### src/rtl/sched_pkg.sv
package sched_pkg;
  // slice progress of the running low-level process
  typedef enum logic [1:0] {
    SL_FRESH = 2'd0,
    SL_ARMED = 2'd1,
    SL_DUE   = 2'd2
  } slice_t;

  localparam int NLEVEL = 2;
  localparam int NBANK  = 2;
  localparam int NQUEUE = NLEVEL * NBANK;
endpackage

### src/rtl/sched_fifo.sv
module sched_fifo #(
  parameter int W     = 6,
  parameter int DEPTH = 8
) (
  input  logic         clk,
  input  logic         rst,
  input  logic         push,
  input  logic         pop,
  input  logic [W-1:0] din,
  output logic [W-1:0] head,
  output logic         empty,
  output logic         full
);
  localparam int AW = (DEPTH > 1) ? $clog2(DEPTH) : 1;
  localparam int CW = $clog2(DEPTH + 1);
  localparam logic [AW-1:0] LAST = AW'(DEPTH - 1);

  logic [W-1:0]  mem [DEPTH];
  logic [AW-1:0] rd_ptr, wr_ptr;
  logic [CW-1:0] count;
  logic          do_push, do_pop;

  assign empty   = (count == '0);
  assign full    = (count == CW'(DEPTH));
  assign do_pop  = pop & ~empty;
  // a full queue accepts a push only while its head leaves in the same cycle
  assign do_push = push & (~full | do_pop);
  assign head    = mem[rd_ptr];

  always_ff @(posedge clk) begin
    if (do_push) mem[wr_ptr] <= din;
  end

  always_ff @(posedge clk) begin
    if (rst) begin
      rd_ptr <= '0;
      wr_ptr <= '0;
      count  <= '0;
    end else begin
      if (do_push) wr_ptr <= (wr_ptr == LAST) ? '0 : wr_ptr + 1'b1;
      if (do_pop)  rd_ptr <= (rd_ptr == LAST) ? '0 : rd_ptr + 1'b1;
      case ({do_push, do_pop})
        2'b10:   count <= count + 1'b1;
        2'b01:   count <= count - 1'b1;
        default: count <= count;
      endcase
    end
  end
endmodule

### src/rtl/sched_core.sv
module sched_core
  import sched_pkg::*;
#(
  parameter int PID_W = 6
) (
  input  logic             clk,
  input  logic             rst,
  input  logic             blk,
  input  logic             done,
  input  logic             tick,
  input  logic             bound,
  input  logic             ext_lo_req,
  input  logic             hi_empty,
  input  logic             lo_empty,
  input  logic [PID_W-1:0] hi_head,
  input  logic [PID_W-1:0] lo_head,
  input  logic             shd_load,
  input  logic             shd_load_valid,
  input  logic [PID_W-1:0] shd_load_pid,
  output logic             pop_hi,
  output logic             pop_lo,
  output logic             rot_push,
  output logic [PID_W-1:0] rot_pid,
  output logic             run_valid,
  output logic             run_high,
  output logic [PID_W-1:0] run_pid,
  output slice_t           slice_q,
  output logic             shd_valid,
  output logic [PID_W-1:0] shd_pid
);
  slice_t shd_slice;
  logic   lo_run, hi_run, rel, free;
  logic   take_hi, preempt, restore, take_lo, due, rot_swap;

  always_comb begin
    lo_run   = run_valid & ~run_high;
    hi_run   = run_valid & run_high;
    rel      = run_valid & (blk | done);
    free     = ~run_valid | rel;
    take_hi  = ~hi_empty & (free | (lo_run & bound));
    preempt  = take_hi & lo_run & ~rel;
    restore  = ~take_hi & free & shd_valid;
    take_lo  = ~take_hi & free & ~shd_valid & ~lo_empty;
    due      = lo_run & ~rel & ~take_hi & (slice_q == SL_DUE) & bound & ~ext_lo_req;
    rot_swap = due & ~lo_empty;
  end

  assign pop_hi   = take_hi;
  assign pop_lo   = take_lo | rot_swap;
  assign rot_push = rot_swap;
  assign rot_pid  = run_pid;

  always_ff @(posedge clk) begin
    if (rst) begin
      run_valid <= 1'b0;
      run_high  <= 1'b0;
      run_pid   <= '0;
      slice_q   <= SL_FRESH;
      shd_valid <= 1'b0;
      shd_pid   <= '0;
      shd_slice <= SL_FRESH;
    end else begin
      if (take_hi) begin
        run_valid <= 1'b1;
        run_high  <= 1'b1;
        run_pid   <= hi_head;
        slice_q   <= SL_FRESH;
        if (preempt) begin
          shd_valid <= 1'b1;
          shd_pid   <= run_pid;
          shd_slice <= slice_q;
        end
      end else if (restore) begin
        run_valid <= 1'b1;
        run_high  <= 1'b0;
        run_pid   <= shd_pid;
        slice_q   <= shd_slice;
        shd_valid <= 1'b0;
      end else if (take_lo) begin
        run_valid <= 1'b1;
        run_high  <= 1'b0;
        run_pid   <= lo_head;
        slice_q   <= SL_FRESH;
      end else if (rel) begin
        run_valid <= 1'b0;
        run_high  <= 1'b0;
        slice_q   <= SL_FRESH;
      end else if (due) begin
        if (!lo_empty) run_pid <= lo_head;
        slice_q <= SL_FRESH;
      end else if (lo_run && tick && slice_q != SL_DUE) begin
        slice_q <= (slice_q == SL_FRESH) ? SL_ARMED : SL_DUE;
      end

      if (shd_load && hi_run && !rel) begin
        shd_valid <= shd_load_valid;
        shd_pid   <= shd_load_pid;
        shd_slice <= SL_FRESH;
      end
    end
  end
endmodule

### src/rtl/dual_level_sched.sv
module dual_level_sched
  import sched_pkg::*;
#(
  parameter int PID_W = 6,
  parameter int DEPTH = 8
) (
  input  logic             clk,
  input  logic             rst,
  input  logic             enq_valid,
  input  logic             enq_high,
  input  logic [PID_W-1:0] enq_pid,
  input  logic             blk,
  input  logic             done,
  input  logic             tick,
  input  logic             bound,
  input  logic             swap_req,
  input  logic             swap_high,
  input  logic             alt_valid,
  input  logic             alt_high,
  input  logic [PID_W-1:0] alt_pid,
  input  logic             shd_load,
  input  logic             shd_load_valid,
  input  logic [PID_W-1:0] shd_load_pid,
  output logic             run_valid,
  output logic             run_high,
  output logic [PID_W-1:0] run_pid,
  output logic             shd_valid,
  output logic [PID_W-1:0] shd_pid,
  output logic             enq_error
);
  logic [NQUEUE-1:0] f_push, f_pop, f_empty, f_full;
  logic [PID_W-1:0]  f_din  [NQUEUE];
  logic [PID_W-1:0]  f_head [NQUEUE];
  logic [NLEVEL-1:0] bank_sel;

  logic             pop_hi, pop_lo, rot_push;
  logic [PID_W-1:0] rot_pid;
  logic             hi_empty_w, lo_empty_w, enq_full, alt_full;
  logic [PID_W-1:0] hi_head_w, lo_head_w;
  slice_t           slice_w;

  // queue index = level*2 + bank
  assign hi_empty_w = f_empty[{1'b1, bank_sel[1]}];
  assign lo_empty_w = f_empty[{1'b0, bank_sel[0]}];
  assign hi_head_w  = f_head[{1'b1, bank_sel[1]}];
  assign lo_head_w  = f_head[{1'b0, bank_sel[0]}];
  assign enq_full   = f_full[{enq_high, bank_sel[enq_high]}];
  assign alt_full   = f_full[{alt_high, ~bank_sel[alt_high]}];

  for (genvar g = 0; g < NQUEUE; g++) begin : g_q
    localparam int LVL = g / NBANK;
    localparam int BNK = g % NBANK;
    logic act, ext_w, alt_w, rot_w;

    always_comb begin
      act   = (bank_sel[LVL] == 1'(BNK));
      ext_w = enq_valid & (enq_high == 1'(LVL)) & act & ~f_full[g];
      alt_w = alt_valid & (alt_high == 1'(LVL)) & ~act & ~f_full[g];
      rot_w = (LVL == 0) & act & rot_push;
      f_push[g] = ext_w | alt_w | rot_w;
      f_din[g]  = ext_w ? enq_pid : (alt_w ? alt_pid : rot_pid);
      f_pop[g]  = act & ((LVL == 1) ? pop_hi : pop_lo);
    end

    sched_fifo #(.W(PID_W), .DEPTH(DEPTH)) u_fifo (
      .clk   (clk),
      .rst   (rst),
      .push  (f_push[g]),
      .pop   (f_pop[g]),
      .din   (f_din[g]),
      .head  (f_head[g]),
      .empty (f_empty[g]),
      .full  (f_full[g])
    );
  end

  sched_core #(.PID_W(PID_W)) u_core (
    .clk            (clk),
    .rst            (rst),
    .blk            (blk),
    .done           (done),
    .tick           (tick),
    .bound          (bound),
    .ext_lo_req     (enq_valid & ~enq_high),
    .hi_empty       (hi_empty_w),
    .lo_empty       (lo_empty_w),
    .hi_head        (hi_head_w),
    .lo_head        (lo_head_w),
    .shd_load       (shd_load),
    .shd_load_valid (shd_load_valid),
    .shd_load_pid   (shd_load_pid),
    .pop_hi         (pop_hi),
    .pop_lo         (pop_lo),
    .rot_push       (rot_push),
    .rot_pid        (rot_pid),
    .run_valid      (run_valid),
    .run_high       (run_high),
    .run_pid        (run_pid),
    .slice_q        (slice_w),
    .shd_valid      (shd_valid),
    .shd_pid        (shd_pid)
  );

  always_ff @(posedge clk) begin
    if (rst) begin
      bank_sel  <= '0;
      enq_error <= 1'b0;
    end else begin
      enq_error <= (enq_valid & enq_full) | (alt_valid & alt_full);
      if (swap_req) bank_sel[swap_high] <= ~bank_sel[swap_high];
    end
  end
endmodule

### config.mk
export PLATFORM = sky130hd
export DESIGN_NAME = dual_level_sched
export DESIGN_NICKNAME = d
export VERILOG_FILES = /design/src/rtl/sched_pkg.sv /design/src/rtl/sched_fifo.sv /design/src/rtl/sched_core.sv /design/src/rtl/dual_level_sched.sv
export SDC_FILE = /design/constraint.sdc
export NUM_CORES = 1
export LEC_CHECK = 0
export BUFFER_PORTS_ARGS = -buffer_cell sky130_fd_sc_hd__clkbuf_2
export CAP_MARGIN = 20
export CORE_MARGIN = 2
export CORE_UTILIZATION = 31
export DETAILED_ROUTE_END_ITERATION = 6
export PLACE_DENSITY = 0.57
export SYNTH_ARGS = -nofsm -noshare
export SYNTH_HDL_FRONTEND = slang
export SYNTH_HIERARCHICAL = 1
export SYNTH_SLANG_ARGS = --single-unit
### constraint.sdc
create_clock -name clk -period 4.1 [get_ports clk]
set_input_delay 0.82 -clock clk [delete_from_list [all_inputs] [get_ports clk]]
set_output_delay 0.82 -clock clk [all_outputs]
set_load 0.02 [all_outputs]
==> results of run 1 <==
-- path summary, 6_finish.rpt --
check,startpoint,to,slack (ns),cells after the start
hold / removal,g_q[3].u_fifo/rd_ptr[1]$_SDFFE_PP0N_,g_q[3].u_fifo/rd_ptr[1]$_SDFFE_PP0N_,0.48,2
setup reg to reg,g_q[3].u_fifo/count[1]$_SDFFE_PP0P_,g_q[0].u_fifo/count[2]$_SDFFE_PP0P_,0.36,15
hold reg to reg,g_q[3].u_fifo/rd_ptr[1]$_SDFFE_PP0N_,g_q[3].u_fifo/rd_ptr[1]$_SDFFE_PP0N_,0.48,2
setup / recovery,g_q[3].u_fifo/count[1]$_SDFFE_PP0P_,g_q[0].u_fifo/count[2]$_SDFFE_PP0P_,0.36,15
-- critical path: stages (launching register included) --
cell      delay [ns]
dfxtp_1         0.37
or3_4           0.45
nor2_1          0.14
mux2_2          0.34
nand2b_1        0.11
nor2_1          0.16
inv_1           0.06
o21ai_0         0.46
o21ai_4         0.21
ha_1            0.33
xor2_1          0.17
ha_1            0.18
a21oi_1         0.14
xor2_1          0.09
or3_1           0.31
a21oi_1         0.13
-- through the flow --
step | hold slack (ns) | cells | power (W) | cell area, um2 | util [%]
6_report | 0.484 | 1505 | 0.00709 | 14200 | 35.9
4_1_cts | 0.487 | 1505 | 0.00716 | 14200 | 35.9
3_5_place_dp | 0.478 | 1456 | 0.00474 | 13400 | 33.8
5_1_grt | 0.510 | 1505 | 0.00740 | 14200 | 35.9
2_1_floorplan | 0.450 | 886 | 0.00428 | 12400 | -
3_3_place_gp | 0.471 | 1456 | 0.00471 | 13400 | 33.8
-- layout by cell type (no fill, tap or decap), types with 7 or more instances in the layout --
cell / n
clkbuf_1: 10
edfxtp_1: 192
mux2i_1: 37
ha_1: 25
mux4_2: 48
or3_1: 7
nand2b_1: 19
nand2_1: 52
nor3_1: 28
nor2_1: 66
a211oi_1: 9
buf_4: 45
clkbuf_16: 27
xnor2_1: 10
mux2_2: 49
a2111oi_0: 8
clkbuf_2: 47
o21ai_0: 16
inv_1: 16
dfxtp_1: 74
nor2b_1: 13
a21oi_1: 38
nand3_1: 16
and2_1: 8
-- metal layers --
metal  global-route usage [%]  vias up  wire, um
met5                        0        -        13
met4                     4.28        2       671
li1                         -     3558         -
met2                     23.3      141     13700
met3                     2.27       39      1260
met1                     18.2     3770     12600
-- report_power, final --
part           leakage [nW]  internal [W]  switching [W]
registers              2.36       0.00314       0.000165
clock network         0.417       0.00142        0.00101
logic                  2.09      0.000574       0.000780
total                  4.87       0.00514        0.00195
-- final cells by class --
| type | count | area share, % |
|---|---|---|
| Inverter | 16 | 0.423 |
| Clock inverter | 11 | 0.942 |
| Tap cell | 525 | 4.62 |
| Multi-Input combinational cell | 557 | 33.9 |
| Clock buffer | 38 | 5.12 |
| Timing Repair Buffer | 92 | 4.03 |
| Sequential cell | 266 | 51.0 |
-- sequential cells by signal, summed over array words and instances, names as in the netlist, named ones only --
name               cells
g_q.u_fifo/count      16
u_core/shd_pid         6
bank_sel               2
u_core/rot_pid         6
u_core/shd_valid       1
u_core/shd_slice       2
u_core/slice_q         2
enq_error              1
u_core/run_high        1
g_q.u_fifo/rd_ptr     12
g_q.u_fifo/mem       192
g_q.u_fifo/wr_ptr     12
u_core/run_valid       1
-- cell families after synthesis --
kind of cell | Yosys count | synth area share (%)
XOR/XNOR | 14 | 0.993
multiplexers | 134 | 16.2
buffers and inverters | 63 | 2.50
AND/OR/NAND/NOR | 259 | 11.4
adder cells (fa/ha/maj) | 28 | 3.02
AO/OA/AOI/OAI | 122 | 7.21
flip-flops | 266 | 58.7
-- cell usage after synthesis (7+ instances only) --
cell type	count	area, um2
a2111oi_0	8	70.1
o21ai_0	16	80.1
and2_1	8	50.1
nand2_1	52	195
buf_2	14	70.1
a21oi_1	38	190
edfxtp_1	192	5770
inv_1	16	60.1
mux4_2	48	1080
nor3_1	28	140
nor4bb_1	7	70.1
clkbuf_1	10	37.5
nor2b_1	13	81.3
nand2b_1	19	119
nor2_1	66	248
dfxtp_1	74	1480
mux2i_1	37	370
mux2_2	49	552
or3_1	7	43.8
buf_4	8	60.1
a211oi_1	9	67.6
xnor2_1	10	87.6
buf_1	10	37.5
ha_1	25	313
nand3_1	16	80.1
==> flow_summary.rst, run 1 <==
.. list-table::
   :header-rows: 1

   * - Metric
     - Value
   * - Result of the run
     - completed
   * - Number of gates resized after cts
     - 0
   * - Worst vdd rail ir drop
     - 237 uV
   * - Leakage power
     - 4.87 nW
   * - Area of the die
     - 41,500 um2
   * - Vertical die dimension
     - 204 um
   * - Skew-Pair Late Insertion Delay
     - 0.54 ns
   * - Wire length per cell
     - 18.8 um
   * - Post-CTS setup-driven buffer insertion count
     - 0
   * - Level count of the clock H-tree
     - 1
   * - Endpoints failing setup
     - 0
   * - Number of nets with antenna violations after routing
     - 0
   * - Clock tree from TritonCTS
     - yes
   * - Average cell area after synthesis
     - 13.9 um2
   * - Post-CTS Hold Buffers
     - 0
   * - Maximum Capacitance Violations
     - 0
   * - RSZ-0062 raised after global routing
     - false
   * - Total of fill cells in the finished design
     - 3,760
   * - Total detailed-routing wirelength
     - 28,200 um
   * - Distinct cell type count after synthesis
     - 66
   * - Num CTS Buffers
     - 27
   * - Worst endpoint data arrival time
     - 4.19 ns
   * - Root buf cell
     - clkbuf_16
   * - CP Capture Type
     - flip-flop
   * - Number of DRC markers after the initial detailed-route iteration
     - 510
   * - Initial cell density of the core
     - 31.2%
   * - Multi-input logic area
     - 4810 um2
   * - Maximum number of pins on one net before global-route repair
     - 42
   * - Classification of the worst-slack hold path
     - flip-flop to flip-flop
   * - Number of storage elements in the synthesis netlist
     - 266
   * - Length of the first detailed-routing pass in iterations
     - 5
   * - Final weighted congestion in routability-driven placement
     - 0.781
   * - Final Hold Viols
     - 0
   * - Wire length of the first global-routing pass
     - 44,000 um
   * - DRC
     - 0
   * - Floorplan die width
     - 204 um
   * - Asr flop ratio synth
     - 0%
   * - Netlist Area Pre-Place
     - 12,400 um2
   * - Via count
     - 7,510
   * - Fraction of layout cells with a size suffix above 1
     - 26.3%
   * - Setup Slack @ Placement
     - 0.278 ns
   * - Highest net fanout along the worst path
     - 11
   * - I/O pin count
     - 48
   * - Number of pins with negative max-slew slack in the final report
     - 0
   * - Sequential cell area
     - 7250 um2
   * - NumNets Final
     - 1,020
   * - Final Worst Setup Slack
     - 0.363 ns
   * - Max Clk Rate
     - 268 MHz
   * - Seq/Total Area, Yosys
     - 58.7%
   * - Deepest clock path buffer count
     - 3
   * - EDFF count, synth
     - 192
   * - Number of clock sinks
     - 266
   * - Worst setup path category
     - flip-flop to flip-flop
   * - Global-route congestion overflow total
     - 0
   * - Startpoint type of the worst setup path
     - flip-flop
   * - Gate Count Post-Synth
     - 886
   * - Final worst path period need
     - 3.74 ns
   * - Standard-cell rows
     - 73
   * - Number of antenna violations at the first check in global routing
     - 1
   * - Pwr per Cell Area
     - 499 nW/um2
   * - Core area
     - 39,500 um2
   * - Clock Pin Slew Worst Setup and Hold Paths
     - 0.06 ns
   * - Critical path data required time
     - 4.56 ns
   * - Synth Net Count
     - 946
   * - Clock skew after layout
     - 0.0103 ns
   * - Port bufs
     - 47
   * - Actual slew at the worst max-slew pin
     - 0.908 ns
   * - Total negative slack for setup checks
     - 0 ns
   * - Tot GR Track Use
     - 13.8%
   * - Via count of the first global-routing pass
     - 7,563
   * - Synth warn
     - 6
   * - Number of inserted diodes
     - 0
   * - P&R area growth vs syn
     - 15.1%
   * - Via density per instance
     - 4.99
   * - Rel. slew slack
     - 38.8%
   * - Post-detail-place hpwl
     - 20,500 um
   * - Period utilisation layout
     - 91.1%
   * - Dominant register cell in the synthesized netlist
     - edfxtp_1
Power figures use the tool's default switching activity.
==> run 2: changes to the inputs <==
CELL_PAD_IN_SITES_DETAIL_PLACEMENT = 1   (was default)
CELL_PAD_IN_SITES_GLOBAL_PLACEMENT = 2   (was default)
PLACE_DENSITY = 0.7   (was 0.57)
==> run 2 against run 1 <==
  * Die area stayed put
  * Routed wire length grew 8.6%
  * Critical path type unchanged
  * Power grew 3.5%
  * Maximum frequency shrank 0.98%
  * Sequential share of layout area is 0.51 points lower
==> flow_summary.rst, run 2 (synthesis gave the netlist of run 1 again) <==
.. list-table::
   :header-rows: 1

   * - Metric
     - Value
   * - Result of the run
     - completed
   * - Number of clock sinks
     - 266 (unchanged)
   * - Clock skew after layout
     - 0.0115 ns (+0.00111 ns)
   * - Total of fill cells in the finished design
     - 4,134 (+9.9%)
   * - Via count of the first global-routing pass
     - 8,084 (+6.9%)
   * - Worst vdd rail ir drop
     - 288 uV (+22%)
   * - DP Cell Count
     - 1,457 (+0.069%)
   * - Buffering stage count on the worst path with inverters included
     - 1 (unchanged)
   * - Core area
     - 39,500 um2 (unchanged)
   * - Post-detail-place hpwl
     - 22,100 um (+7.9%)
   * - Length of the first detailed-routing pass in iterations
     - 4 (-1)
   * - Top register by number of flip-flops
     - g_q.u_fifo/mem
   * - Total detailed-routing wirelength
     - 30,700 um (+8.6%)
   * - Standard-cell rows
     - 73 (unchanged)
   * - CP Cell Sequence
     - or3_4, nor2_1, mux2_2, nand2b_1, nor2_1, inv_1, o21ai_0, o21ai_4, ha_1, xor2_1, ha_1, a21oi_1, xor2_1, or3_1, a21oi_1
   * - Final worst path period need
     - 3.77 ns (+0.0368 ns)
   * - Pwr per Cell Area
     - 511 nW/um2 (+2.5%)
   * - Num CTS Buffers
     - 30 (+11%)
   * - Post-CTS Hold Buffers
     - 0 (unchanged)
   * - DRC
     - 0 (unchanged)
   * - Via count
     - 7,545 (+0.47%)
   * - Clock tree from TritonCTS
     - yes
   * - Global-route congestion overflow total
     - 0 (unchanged)
   * - Most common library cell in the layout ignoring fill and taps
     - edfxtp_1
   * - Highest net fanout along the worst path
     - 14 (+3)
   * - Floorplan die width
     - 204 um (unchanged)
   * - Rel. slew slack
     - 31.3% (-7.5 points)
   * - Number of nets with antenna violations after routing
     - 0 (unchanged)
   * - Root buf cell
     - clkbuf_16
   * - Critical path's largest stage delay
     - 0.45 ns (about the same)
   * - Startpoint type of the worst setup path
     - flip-flop
   * - Wire length per cell
     - 20.3 um (+8.1%)
   * - Skew-Pair Late Insertion Delay
     - 0.56 ns (+0.02 ns)
   * - Fraction of layout cells with a size suffix above 1
     - 27.2% (+0.90 points)
   * - P&R area growth vs syn
     - 16.2%
   * - Level count of the clock H-tree
     - 1 (unchanged)
   * - Final weighted congestion in routability-driven placement
     - 0.746 (-4.4%)
   * - Leakage power
     - 4.94 nW (+1.4%)
   * - Vertical die dimension
     - 204 um (unchanged)
   * - Setup Slack @ Placement
     - 0.253 ns (-0.0246 ns)
   * - Final Hold Viols
     - 0 (unchanged)
   * - Endpoints failing setup
     - 0 (unchanged)
   * - Worst setup path category
     - flip-flop to flip-flop
   * - Post-CTS setup-driven buffer insertion count
     - 0 (unchanged)
   * - Period utilisation layout
     - 92.0% (+0.90 points)
   * - Wire length of the first global-routing pass
     - 48,000 um (+9.0%)
   * - NumNets Final
     - 1,024 (+0.39%)
   * - Largest register FFs
     - 192 (unchanged)
   * - CP delay by family, top
     - simple AND/OR/NAND/NOR gates
   * - Maximum number of pins on one net before global-route repair
     - 48 (+14%)
   * - Classification of the worst-slack hold path
     - flip-flop to flip-flop
   * - Initial cell density of the core
     - 31.2% (unchanged)
   * - Number of antenna violations at the first check in global routing
     - 0 (-1)
   * - CP Capture Type
     - flip-flop
   * - Number of gates resized after cts
     - 0 (unchanged)
   * - I/O pin count
     - 48 (unchanged)
   * - Area of all placed cells without fillers
     - 14,400 um2 (+1.0%)
   * - Tot GR Track Use
     - 15.1% (+1.3 points)
   * - Largest registers in the final layout
     - g_q.u_fifo/mem: 192 flops, g_q.u_fifo/count: 16 flops
   * - RSZ-0062 raised after global routing
     - false
   * - Number of inserted diodes
     - 0 (unchanged)
   * - Deepest clock path buffer count
     - 3 (unchanged)
   * - Total negative slack for setup checks
     - 0 ns (unchanged)
   * - Number of DRC markers after the initial detailed-route iteration
     - 445 (-13%)
   * - Critical path data required time
     - 4.56 ns (about the same)
   * - Area of the die
     - 41,500 um2 (unchanged)
   * - Final Worst Setup Slack
     - 0.327 ns (-0.0368 ns)
   * - Max Clk Rate
     - 265 MHz (-0.98%)
   * - Cell area reported after detailed placement
     - 13,400 um2 (about the same)
   * - Actual slew at the worst max-slew pin
     - 1.03 ns (+0.122 ns)
   * - Via density per instance
     - 4.99 (about the same)
   * - Port bufs
     - 47 (unchanged)
   * - Worst endpoint data arrival time
     - 4.24 ns (+0.05 ns)
   * - Number of cells in the finished layout apart from fillers
     - 1,513 (+0.53%)
   * - Post-layout util
     - 36.3% (+0.36 points)
   * - Highest-count cells in the layout ignoring fill and taps
     - 192 x edfxtp_1, 74 x dfxtp_1, 66 x nor2_1
   * - Slowest library cell on the worst path
     - or3_4
   * - Number of pins with negative max-slew slack in the final report
     - 0 (unchanged)
   * - Clock Pin Slew Worst Setup and Hold Paths
     - 0.06 ns (about the same)
   * - Maximum Capacitance Violations
     - 0 (unchanged)
==> run 2: cell types whose count changed in the layout (fill, tap and decap cells not counted), sizes merged <==
cell / change
clkinvlp: +3
buf: +1
clkinv: +1
clkbuf: +2
inv: +1
==> run 2: final timing paths <==
check | start | end | slack [ns] | cells after the start
worst min-delay path | g_q[0].u_fifo/rd_ptr[2]$_SDFFE_PP0P_ | flip-flop | 0.49 | 2
worst max-delay path | g_q[3].u_fifo/count[1]$_SDFFE_PP0P_ | g_q[0].u_fifo/count[2]$_SDFFE_PP0P_ | 0.33 | 15
worst max register to register | g_q[3].u_fifo/count[1]$_SDFFE_PP0P_ | g_q[0].u_fifo/count[2]$_SDFFE_PP0P_ | 0.33 | 15
worst min register to register | g_q[0].u_fifo/rd_ptr[2]$_SDFFE_PP0P_ | flip-flop | 0.49 | 2
==> run 2: per-stage QoR <==
stage	total power, W	hold WS [ns]
CTS	0.00745	0.495
global placement	0.00470	0.468
finish	0.00734	0.486
detailed placement	0.00474	0.480
floorplan	0.00428	0.450
global route	0.00768	0.521
==> run 2: tightest hold or removal path: cells and delay by family, from the launching register on <==
family             cells  cell delay, ns
DFF                    1            0.31
AOI/OAI and AO/OA      1            0.07
and+or+nand+nor        1            0.05
==> run 2: cell type report <==
type	instances	area, um2	area share, %
sequential	266	7250	50.5
multi-input combinational	557	4810	33.5
clock buffer	40	830	5.78
tap	525	657	4.58
timing repair buffer	93	581	4.04
clock inverter	16	168	1.17
inverter	16	60.1	0.418
==> run 2: report_power, final <==
| part | internal (W) | switching, W | total, W | leakage [nW] |
|---|---|---|---|---|
| clock network | 0.00161 | 0.00107 | 0.00268 | 0.479 |
| registers | 0.00314 | 0.000193 | 0.00334 | 2.36 |
| logic | 0.000568 | 0.000754 | 0.00132 | 2.09 |
| total | 0.00532 | 0.00202 | 0.00734 | 4.94 |
==> run 2: per-layer routing <==
metal / share of wire [%] / wire length, um / track usage, % / vias up
li1: - / - / - / 3574
met1: 45 / 13700 / 20.3 / 3840
met2: 50 / 15200 / 25.8 / 101
met3: 4.4 / 1330 / 2.59 / 30
met4: 1.5 / 450 / 2.74 / 0
met5: 0 / 0 / 0 / -
